## config.mk

```make
export PLATFORM = sky130hd
export DESIGN_NAME = mii_crs_col
export DESIGN_NICKNAME = d
export VERILOG_FILES = /design/src/rtl/mii_cs_pkg.sv /design/src/rtl/rx100_scan.sv /design/src/rtl/hb_timer.sv /design/src/rtl/crs_col_out.sv /design/src/rtl/mii_crs_col.sv
export SDC_FILE = /design/constraint.sdc
export NUM_CORES = 1
export LEC_CHECK = 0
export BUFFER_PORTS_ARGS = -buffer_cell sky130_fd_sc_hd__buf_2
export CELL_PAD_IN_SITES_DETAIL_PLACEMENT = 2
export CELL_PAD_IN_SITES_GLOBAL_PLACEMENT = 2
export CORE_ASPECT_RATIO = 2
export CORE_MARGIN = 5
export CORE_UTILIZATION = 33
export CTS_BUF_LIST = sky130_fd_sc_hd__clkbuf_8 sky130_fd_sc_hd__clkbuf_16
export DETAILED_ROUTE_END_ITERATION = 6
export PLACE_DENSITY_LB_ADDON = 0.2
export SYNTH_ARGS = -nofsm -noshare
export SYNTH_HDL_FRONTEND = slang
export SYNTH_SLANG_ARGS = --single-unit
```

## constraint.sdc

```tcl
create_clock -name clk -period 1.4 [get_ports clk]
set_input_delay 0 -clock clk [delete_from_list [all_inputs] [get_ports clk]]
set_output_delay 0 -clock clk [all_outputs]
set_load 0.01 [all_outputs]
```

## src/rtl/mii_cs_pkg.sv

```systemverilog
`timescale 1ns/1ps
package mii_cs_pkg;

  typedef struct packed {
    logic sel_100m;
    logic fdx;
    logic rptr;
    logic hb_inh;
  } mode_t;

  typedef enum logic [1:0] {
    HB_IDLE  = 2'd0,
    HB_WAIT  = 2'd1,
    HB_PULSE = 2'd2
  } hb_state_t;

endpackage

```

## src/rtl/rx100_scan.sv

```systemverilog
`timescale 1ns/1ps
module rx100_scan #(
  parameter int WIN      = 10,
  parameter int IDLE_RUN = 10
) (
  input  logic clk,
  input  logic rst,
  input  logic code_bit,
  output logic active
);
  localparam int OW = $clog2(IDLE_RUN + 1);

  logic [WIN-1:0] win_q, win_d;
  logic [OW-1:0]  ones_q, ones_d;
  logic           hit;

  always_comb begin
    win_d = {win_q[WIN-2:0], code_bit};
    hit   = 1'b0;
    for (int i = 0; i < WIN; i++) begin
      for (int j = 0; j < WIN; j++) begin
        if (j >= i + 2 && !win_d[i] && !win_d[j]) hit = 1'b1;
      end
    end
    if (!code_bit)                     ones_d = '0;
    else if (ones_q == OW'(IDLE_RUN))  ones_d = ones_q;
    else                               ones_d = ones_q + 1'b1;
  end

  always_ff @(posedge clk) begin
    if (rst) begin
      win_q  <= '1;
      ones_q <= '0;
      active <= 1'b0;
    end else begin
      win_q  <= win_d;
      ones_q <= ones_d;
      if (hit)                             active <= 1'b1;
      else if (ones_d == OW'(IDLE_RUN))    active <= 1'b0;
    end
  end


  idle_end_chk: assert property (@(posedge clk) disable iff (rst)
    (ones_q == OW'(IDLE_RUN) && (&win_q)) |-> !active);

endmodule

```

## src/rtl/hb_timer.sv

```systemverilog
`timescale 1ns/1ps
module hb_timer
  import mii_cs_pkg::*;
#(
  parameter int DELAY = 25,
  parameter int WIDTH = 25
) (
  input  logic clk,
  input  logic rst,
  input  logic enable,
  input  logic tx_q,
  output logic pulse
);
  localparam int MAXC = (DELAY > WIDTH) ? DELAY : WIDTH;
  localparam int CW   = $clog2(MAXC + 1);

  hb_state_t      st;
  logic [CW-1:0]  cnt;
  logic           tx_prev;

  always_ff @(posedge clk) begin
    if (rst) begin
      st      <= HB_IDLE;
      cnt     <= '0;
      tx_prev <= 1'b0;
    end else begin
      tx_prev <= tx_q;
      if (!enable || tx_q) begin
        st  <= HB_IDLE;
        cnt <= '0;
      end else begin
        case (st)
          HB_IDLE: if (tx_prev) begin
            st  <= HB_WAIT;
            cnt <= CW'(DELAY - 1);
          end
          HB_WAIT: if (cnt == '0) begin
            st  <= HB_PULSE;
            cnt <= CW'(WIDTH - 1);
          end else cnt <= cnt - 1'b1;
          HB_PULSE: if (cnt == '0) st <= HB_IDLE;
                    else cnt <= cnt - 1'b1;
          default: st <= HB_IDLE;
        endcase
      end
    end
  end

  assign pulse = (st == HB_PULSE);


  hb_gate_chk: assert property (@(posedge clk) disable iff (rst)
    !enable |=> !pulse);


  hb_tx_abort_chk: assert property (@(posedge clk) disable iff (rst)
    tx_q |=> !pulse);

endmodule

```

## src/rtl/crs_col_out.sv

```systemverilog
`timescale 1ns/1ps
module crs_col_out
  import mii_cs_pkg::*;
(
  input  logic  clk,
  input  logic  rst,
  input  mode_t mode,
  input  logic  rx_act,
  input  logic  tx_act,
  input  logic  hb,
  output logic  crs,
  output logic  col
);
  logic crs_d, col_d;

  always_comb begin
    crs_d = (mode.fdx || mode.rptr) ? rx_act : (rx_act || tx_act);
    col_d = !mode.fdx && ((rx_act && tx_act) || hb);
  end

  always_ff @(posedge clk) begin
    if (rst) begin
      crs <= 1'b0;
      col <= 1'b0;
    end else begin
      crs <= crs_d;
      col <= col_d;
    end
  end


  fdx_col_low_chk: assert property (@(posedge clk) disable iff (rst)
    mode.fdx |=> !col);


  half_tx_crs_chk: assert property (@(posedge clk) disable iff (rst)
    (!mode.fdx && !mode.rptr && tx_act) |=> crs);


  rx_only_crs_chk: assert property (@(posedge clk) disable iff (rst)
    ((mode.fdx || mode.rptr) && !rx_act) |=> !crs);

endmodule

```

## src/rtl/mii_crs_col.sv

```systemverilog
`timescale 1ns/1ps
module mii_crs_col
  import mii_cs_pkg::*;
#(
  parameter int WIN      = 10,
  parameter int IDLE_RUN = 10,
  parameter int HB_DELAY = 25,
  parameter int HB_WIDTH = 25
) (
  input  logic clk,
  input  logic rst,
  input  logic tx_en,
  input  logic sq10_active,
  input  logic code_bit,
  input  logic sel_100m,
  input  logic fdx_mode,
  input  logic rptr_mode,
  input  logic hb_inhibit,
  output logic crs,
  output logic col
);
  mode_t mode_q;
  logic  tx_q, sq_q, act100, rx_act, hb_en, hb_pulse;

  always_ff @(posedge clk) begin
    if (rst) begin
      mode_q <= '0;
      tx_q   <= 1'b0;
      sq_q   <= 1'b0;
    end else begin
      mode_q <= '{sel_100m: sel_100m, fdx: fdx_mode, rptr: rptr_mode, hb_inh: hb_inhibit};
      tx_q   <= tx_en;
      sq_q   <= sq10_active;
    end
  end

  rx100_scan #(.WIN(WIN), .IDLE_RUN(IDLE_RUN)) u_scan (
    .clk(clk), .rst(rst), .code_bit(code_bit), .active(act100)
  );

  assign rx_act = mode_q.sel_100m ? act100 : sq_q;
  assign hb_en  = !mode_q.sel_100m && !mode_q.fdx && !mode_q.hb_inh;

  hb_timer #(.DELAY(HB_DELAY), .WIDTH(HB_WIDTH)) u_hb (
    .clk(clk), .rst(rst), .enable(hb_en), .tx_q(tx_q), .pulse(hb_pulse)
  );

  crs_col_out u_out (
    .clk(clk), .rst(rst), .mode(mode_q), .rx_act(rx_act), .tx_act(tx_q),
    .hb(hb_pulse), .crs(crs), .col(col)
  );


  coll_chk: assert property (@(posedge clk) disable iff (rst)
    (!mode_q.fdx && rx_act && tx_q) |=> col);

endmodule

```

==> flow_summary.toml, run 1 <==
[outcome]
status = "complete, but fails checks"
violations = "setup timing"

[finish]
fin_cells = 232
nets = 197
drive_above_1_share_pct = 48.1
final_common_cell = "dfxtp_1"
mostFrequentLayoutCells = "dfxtp_1 (25), buf_4 (22), nor2_1 (11), buf_2 (10), or2_2 (9)"
syn2layout_area_growth_pct = 45.5
antennaDiodeCount = 0
final_core_utilization_pct = 49.4
fill_cells = 432

[logic_synthesis]
synth_top_cell_area_share_pct = 45.6
ys.warnings.count = 0
synthTopCellsByArea = "dfxtp_1 (46%), ha_1 (7.6%), or2_2 (4.3%)"
synth_cells = 137
synth_cell_type_count = 37
synthFlopType = "dfxtp_1"
synth_edf_count = 0
ys_ff_latch = 30
synth_top_area_cell = "dfxtp_1"
ys_seq_area_share_pct = 45.6
synth.avg_cell_area_um2 = 9.62
synth_nets = 154
syn_area_um2 = 1320
synth-async-reset-ratio_pct = 0

[setup_path]
path_cells = "inv_2 -> ha_4 -> nor4b_4 -> buf_4 -> o21bai_2 -> mux2i_1 -> nor2_1"
cpPeakStageDelay_ns = 0.34
path_buf_inv = 2
worstPathMaxFanout = 3
timing.critical_path.from = "u_hb.cnt[0]"
crit_path_top_delay_cell = "dfxtp_2"
critPathTopFamily = "flip-flops"
crit_type = "reg2reg"
r2r_start = "u_hb.cnt[0]"
r2r_end = "u_hb.st[1]"
cp.required_ns = 1.55
arrival_ns = 1.61
r2r_slack_ns = -0.06
end_kind = "flip-flop"
reg2reg_depth = 7
cp.depth = 7
start_kind = "flip-flop"

[drt]
drtIter0Drc = 12
drc_errors = 0
drt_wl_total_um = 4040
viasPerCell = 5.05
first_pass_iters = 4
vias = 1172
ant_nets = 0
wl_per_cell_um = 17.4

[grt]
grt_pass1_vias = 1390
antenna_found_initial = 0
grt_usage_pct = 18.3
grt_max_degree = 23
grt_pass1_wl_um = 7020
overflow = 0

[sta]
setup_ws_ns = -0.0602
fin_skew_ns = 0.00319
worst_slew_pin_slew_ns = 0.409
finalSetupViolations = 6
period_minus_slack_ns = 1.46
drv_slew = 0
worst_hold_slack_ns = 0.0395
rsz0062_at_grt = "true"
fmax_ghz = 0.685
maxSlewHeadroom_pct = 72.7
final.setup.tns_ns = -0.197
fin_crit_sh_pct = 104
hold_viol = 0

[hold_path]
hold_path_class = "in2reg"
hold_depth = 3
min-delay-start = "code_bit"
min_to = "u_scan.ones_q[1]"

[floorplanning]
core_um2 = 3880
start_util_pct = 33.9
die_area_um2 = 5430
die_w_um = 54.7
die_height_um = 99.4
io_pins = 11
std_cell_rows = 32

[flow_run]
max-cap-violations = 0

[placement]
hpwl_um = 2810
post-place-cells = 213
port_buffers = 10
gp_congestion = 0.771

[clock_network]
clk_latency_ns = 0.28
cts_buffer_depth = 2
clockRootBuffer = "clkbuf_8"
cts_made_buffers = 5
cts_tree = "built"
numClockSinks = 30
clkTransAtPathRegs_ns = 0.06
cts-htree-levels = 2

[power_and_ir_drop]
p_leak_nw = 0.793
ir_worst_vdd_mv = 0.857
design_power_total_mw = 1.90
p_per_area_nw_per_um2 = 991
## through the flow
stage          instance area (um2)  setup slack [ns]
4_1_cts                       1880           -0.0671
3_3_place_gp                  1560           -0.0692
2_1_floorplan                 1330            0.0205
5_1_grt                       1920            -0.126
3_5_place_dp                  1560            -0.150
6_report                      1920           -0.0602
## cells in the mapped netlist (all sizes together) (2+ instances only)
| cell | count |
|---|---|
| nand2b | 4 |
| inv | 7 |
| a21oi | 6 |
| a31oi | 2 |
| ha | 8 |
| clkbuf | 2 |
| nand3 | 2 |
| a21boi | 3 |
| a211oi | 5 |
| dfxtp | 30 |
| mux2i | 2 |
| o21bai | 2 |
| a2bb2oi | 2 |
| nand2 | 7 |
| nor2b | 8 |
| nor2 | 13 |
| or2 | 9 |
| nor3b | 3 |
| nor3 | 6 |
## worst max-delay path by stage
stage	to	slack (ns)
2_1_floorplan	u_hb.st[0]	0.02
3_3_place_gp	u_hb.st[1]	-0.07
3_5_place_dp	u_hb.cnt[4]	-0.15
4_1_cts	u_hb.cnt[1]	-0.07
5_1_grt	u_hb.cnt[2]	-0.13
6_report	u_hb.st[1]	-0.06
## layout make-up
| type | instances | area, um2 | area share, % |
|---|---|---|---|
| clock buffer | 8 | 110 | 5.74 |
| sequential | 30 | 607 | 31.7 |
| tap | 51 | 63.8 | 3.33 |
| multi-input combinational | 98 | 835 | 43.5 |
| inverter | 7 | 26.3 | 1.37 |
| timing repair buffer | 38 | 275 | 14.4 |
## flip-flops by register name, summed over array words and instances (netlist names)
name and flops:
u_out.crs 1, u_hb.cnt 5, u_hb.st 2, u_out.col 1, u_hb.tx_prev 1, mode_q 4, u_scan.win_q 9, u_scan.active 1
u_scan.ones_q 4, sq_q 1, tx_q 1
## worst register-to-register path: cells and delay by family, from the launching register on
kind | cells | cell delay (ns)
DFF | 1 | 0.34
muxes | 1 | 0.24
buffers and inverters | 2 | 0.21
AOI/OAI and AO/OA | 1 | 0.21
and+or+nand+nor | 2 | 0.19
adders and majority gates | 1 | 0.16
## routing by layer
metal / GRT usage [%] / vias to the layer above / wire, um
li1: - / 561 / -
met1: 17.1 / 571 / 1260
met2: 32.8 / 24 / 2470
met3: 2.55 / 16 / 62
met4: 13.4 / 0 / 243
met5: 0 / - / 0
## kinds of logic (layout without fill, tap and decap cells)
family	after synthesis	count (layout)	share of synthesized area (%)
XOR/XNOR	2	2	1.33
multiplexers	3	3	2.37
AO/OA/AOI/OAI	26	26	14.4
buffers and inverters	9	53	2.56
adder cells (fa/ha/maj)	8	8	7.60
AND/OR/NAND/NOR	59	59	26.1
flip-flops	30	30	45.6
## power breakdown
part           switching (mW)  internal [mW]
sequential             0.0217          0.880
combinational          0.0886          0.100
clock                   0.314          0.496
## what timing repair did
action                                  4_1_cts  5_1_grt
endpoints found under the setup margin        8        8
hold buffers                                  6        0
gates resized for setup                      27       10
pin swaps                                     8        7
endpoints found under the hold margin         6        0
setup buffers                                 4        1
No activity file was read; power rests on OpenSTA's default activity.
==> run 2, diff against run 1 <==
--- a/config.mk
+++ b/config.mk
@@ -10,7 +10,7 @@
 export CELL_PAD_IN_SITES_GLOBAL_PLACEMENT = 2
 export CORE_ASPECT_RATIO = 2
 export CORE_MARGIN = 5
-export CORE_UTILIZATION = 33
+export CORE_UTILIZATION = 36
 export CTS_BUF_LIST = sky130_fd_sc_hd__clkbuf_8 sky130_fd_sc_hd__clkbuf_16
 export DETAILED_ROUTE_END_ITERATION = 6
 export PLACE_DENSITY_LB_ADDON = 0.2
==> constraint.sdc (replaced) <==
create_clock -name clk -period 1.59 [get_ports clk]
set_input_delay 0 -clock clk [delete_from_list [all_inputs] [get_ports clk]]
set_output_delay 0 -clock clk [all_outputs]
set_load 0.01 [all_outputs]
==> flow_summary.toml, run 2 (synthesis results as in run 1) <==
[outcome]
status = "finished clean"

[placement]
pre_cts_ws_ns = -0.0724
hpwl_um = 2540
gp_congestion = 0.704
post-place-cells = 198
port_buffers = 10

[drt]
drc_errors = 0
first_pass_iters = 2
ant_nets = 0
wl_per_cell_um = 17.0
drtIter0Drc = 14
viasPerCell = 5.07
vias = 1080
drt_wl_total_um = 3630

[finish]
nets = 180
drive_above_1_share_pct = 27.4
top_regs = "u_scan.win_q: 9 flops, u_hb.cnt: 5 flops"
syn2layout_area_growth_pct = 26.7
final_core_utilization_pct = 46.8
final_common_cell = "dfxtp_1"
fin_cells = 213
regMostFlops = "u_scan.win_q"
largest_register_ffs = 9
antennaDiodeCount = 0
mostFrequentLayoutCells = "dfxtp_1 (28), nor2_1 (10), buf_2 (10), or2_2 (9), clkbuf_8 (8)"
fill_cells = 405

[clock_network]
cts_buffer_depth = 2
clk_latency_ns = 0.28
numClockSinks = 30
cts-htree-levels = 2
cts_made_buffers = 5
cts_tree = "built"
clockRootBuffer = "clkbuf_8"
clkTransAtPathRegs_ns = 0.06

[setup_path]
critPathTopFamily = "compound AO/OA/AOI/OAI gates"
cpPeakStageDelay_ns = 0.33
crit_path_top_delay_cell = "dfxtp_1"
worstPathMaxFanout = 4
arrival_ns = 1.68
cp.required_ns = 1.74
start_kind = "flip-flop"
path_buf_inv = 2
crit_type = "reg2reg"
path_cells = "inv_1 -> ha_1 -> nor4b_4 -> buf_4 -> a211oi_4 -> nand2b_1 -> a21oi_1"
end_kind = "flip-flop"

[floorplanning]
start_util_pct = 36.9
io_pins = 11
die_area_um2 = 5040
die_height_um = 95.6
core_um2 = 3570
die_w_um = 52.8
std_cell_rows = 31

[sta]
setup_ws_ns = 0.0604
fmax_ghz = 0.654
hold_viol = 0
fin_skew_ns = 0.00712
period_minus_slack_ns = 1.53
finalSetupViolations = 0
drv_slew = 0
fin_crit_sh_pct = 96.2
rsz0062_at_grt = "true"
worst_hold_slack_ns = 0.0357
worst_slew_pin_slew_ns = 0.345
maxSlewHeadroom_pct = 77.0

[grt]
overflow = 0
grt_pass1_wl_um = 6000
antenna_found_initial = 0
grt_max_degree = 23
grt_pass1_vias = 1231
grt_usage_pct = 16.8

[flow_run]
max-cap-violations = 0

[hold_path]
hold_path_class = "in2reg"

[power_and_ir_drop]
ir_worst_vdd_mv = 0.732
p_per_area_nw_per_um2 = 987
p_leak_nw = 0.685
## run 2: cell count changes in the layout (fill, tap and decap cells not counted), sizes merged
| cell | before | now |
|---|---|---|
| buf | 32 | 15 |
## run 2: timing repair
action | 4_1_cts | 5_1_grt
gates cloned | 0 | 0
gates resized for setup | 4 | 8
pin swaps | 1 | 2
hold buffers | 6 | 0
endpoints found under the hold margin | 6 | 0
buffers inserted | 0 | 1
endpoints found under the setup margin | 8 | 8
## run 2: final cells by class
class | count | area (um2) | area share, %
Timing Repair Buffer | 21 | 148 | 8.85
Sequential cell | 30 | 603 | 36.1
Inverter | 7 | 26.3 | 1.57
Multi-Input combinational cell | 98 | 721 | 43.2
Clock buffer | 8 | 110 | 6.60
Tap cell | 49 | 61.3 | 3.67
## run 2: power breakdown
part	internal [mW]	switching [mW]
Sequential	0.774	0.0191
Combinational	0.0670	0.0656
Clock	0.437	0.285
## run 2: routing by layer
layer	wire (um)	part of all wire [%]	GRT usage [%]
met1	1220	34	14.0
met2	2280	63	35.6
met3	66	1.8	3.29
met4	59	1.6	5.76
met5	0	0	0
## run 2: path summary, 6_finish.rpt
kind	cells after the start	to	start	slack (ns)
worst min register to register	1	u_scan.win_q[8]	u_scan.win_q[7]	0.48
worst max register to register	7	u_hb.cnt[1]	u_hb.cnt[0]	0.06
worst min-delay path	2	u_scan.win_q[0]	code_bit	0.04
worst max-delay path	7	u_hb.cnt[1]	u_hb.cnt[0]	0.06
## run 2: stage by stage
step	total power, mW	area, um2	setup TNS [ns]
5_1_grt	1.72	1670	-0.203
3_3_place_gp	0.910	1450	0
4_1_cts	1.65	1630	-0.0102
3_5_place_dp	0.919	1450	-0.175
6_report	1.65	1670	0
2_1_floorplan	0.875	1320	0
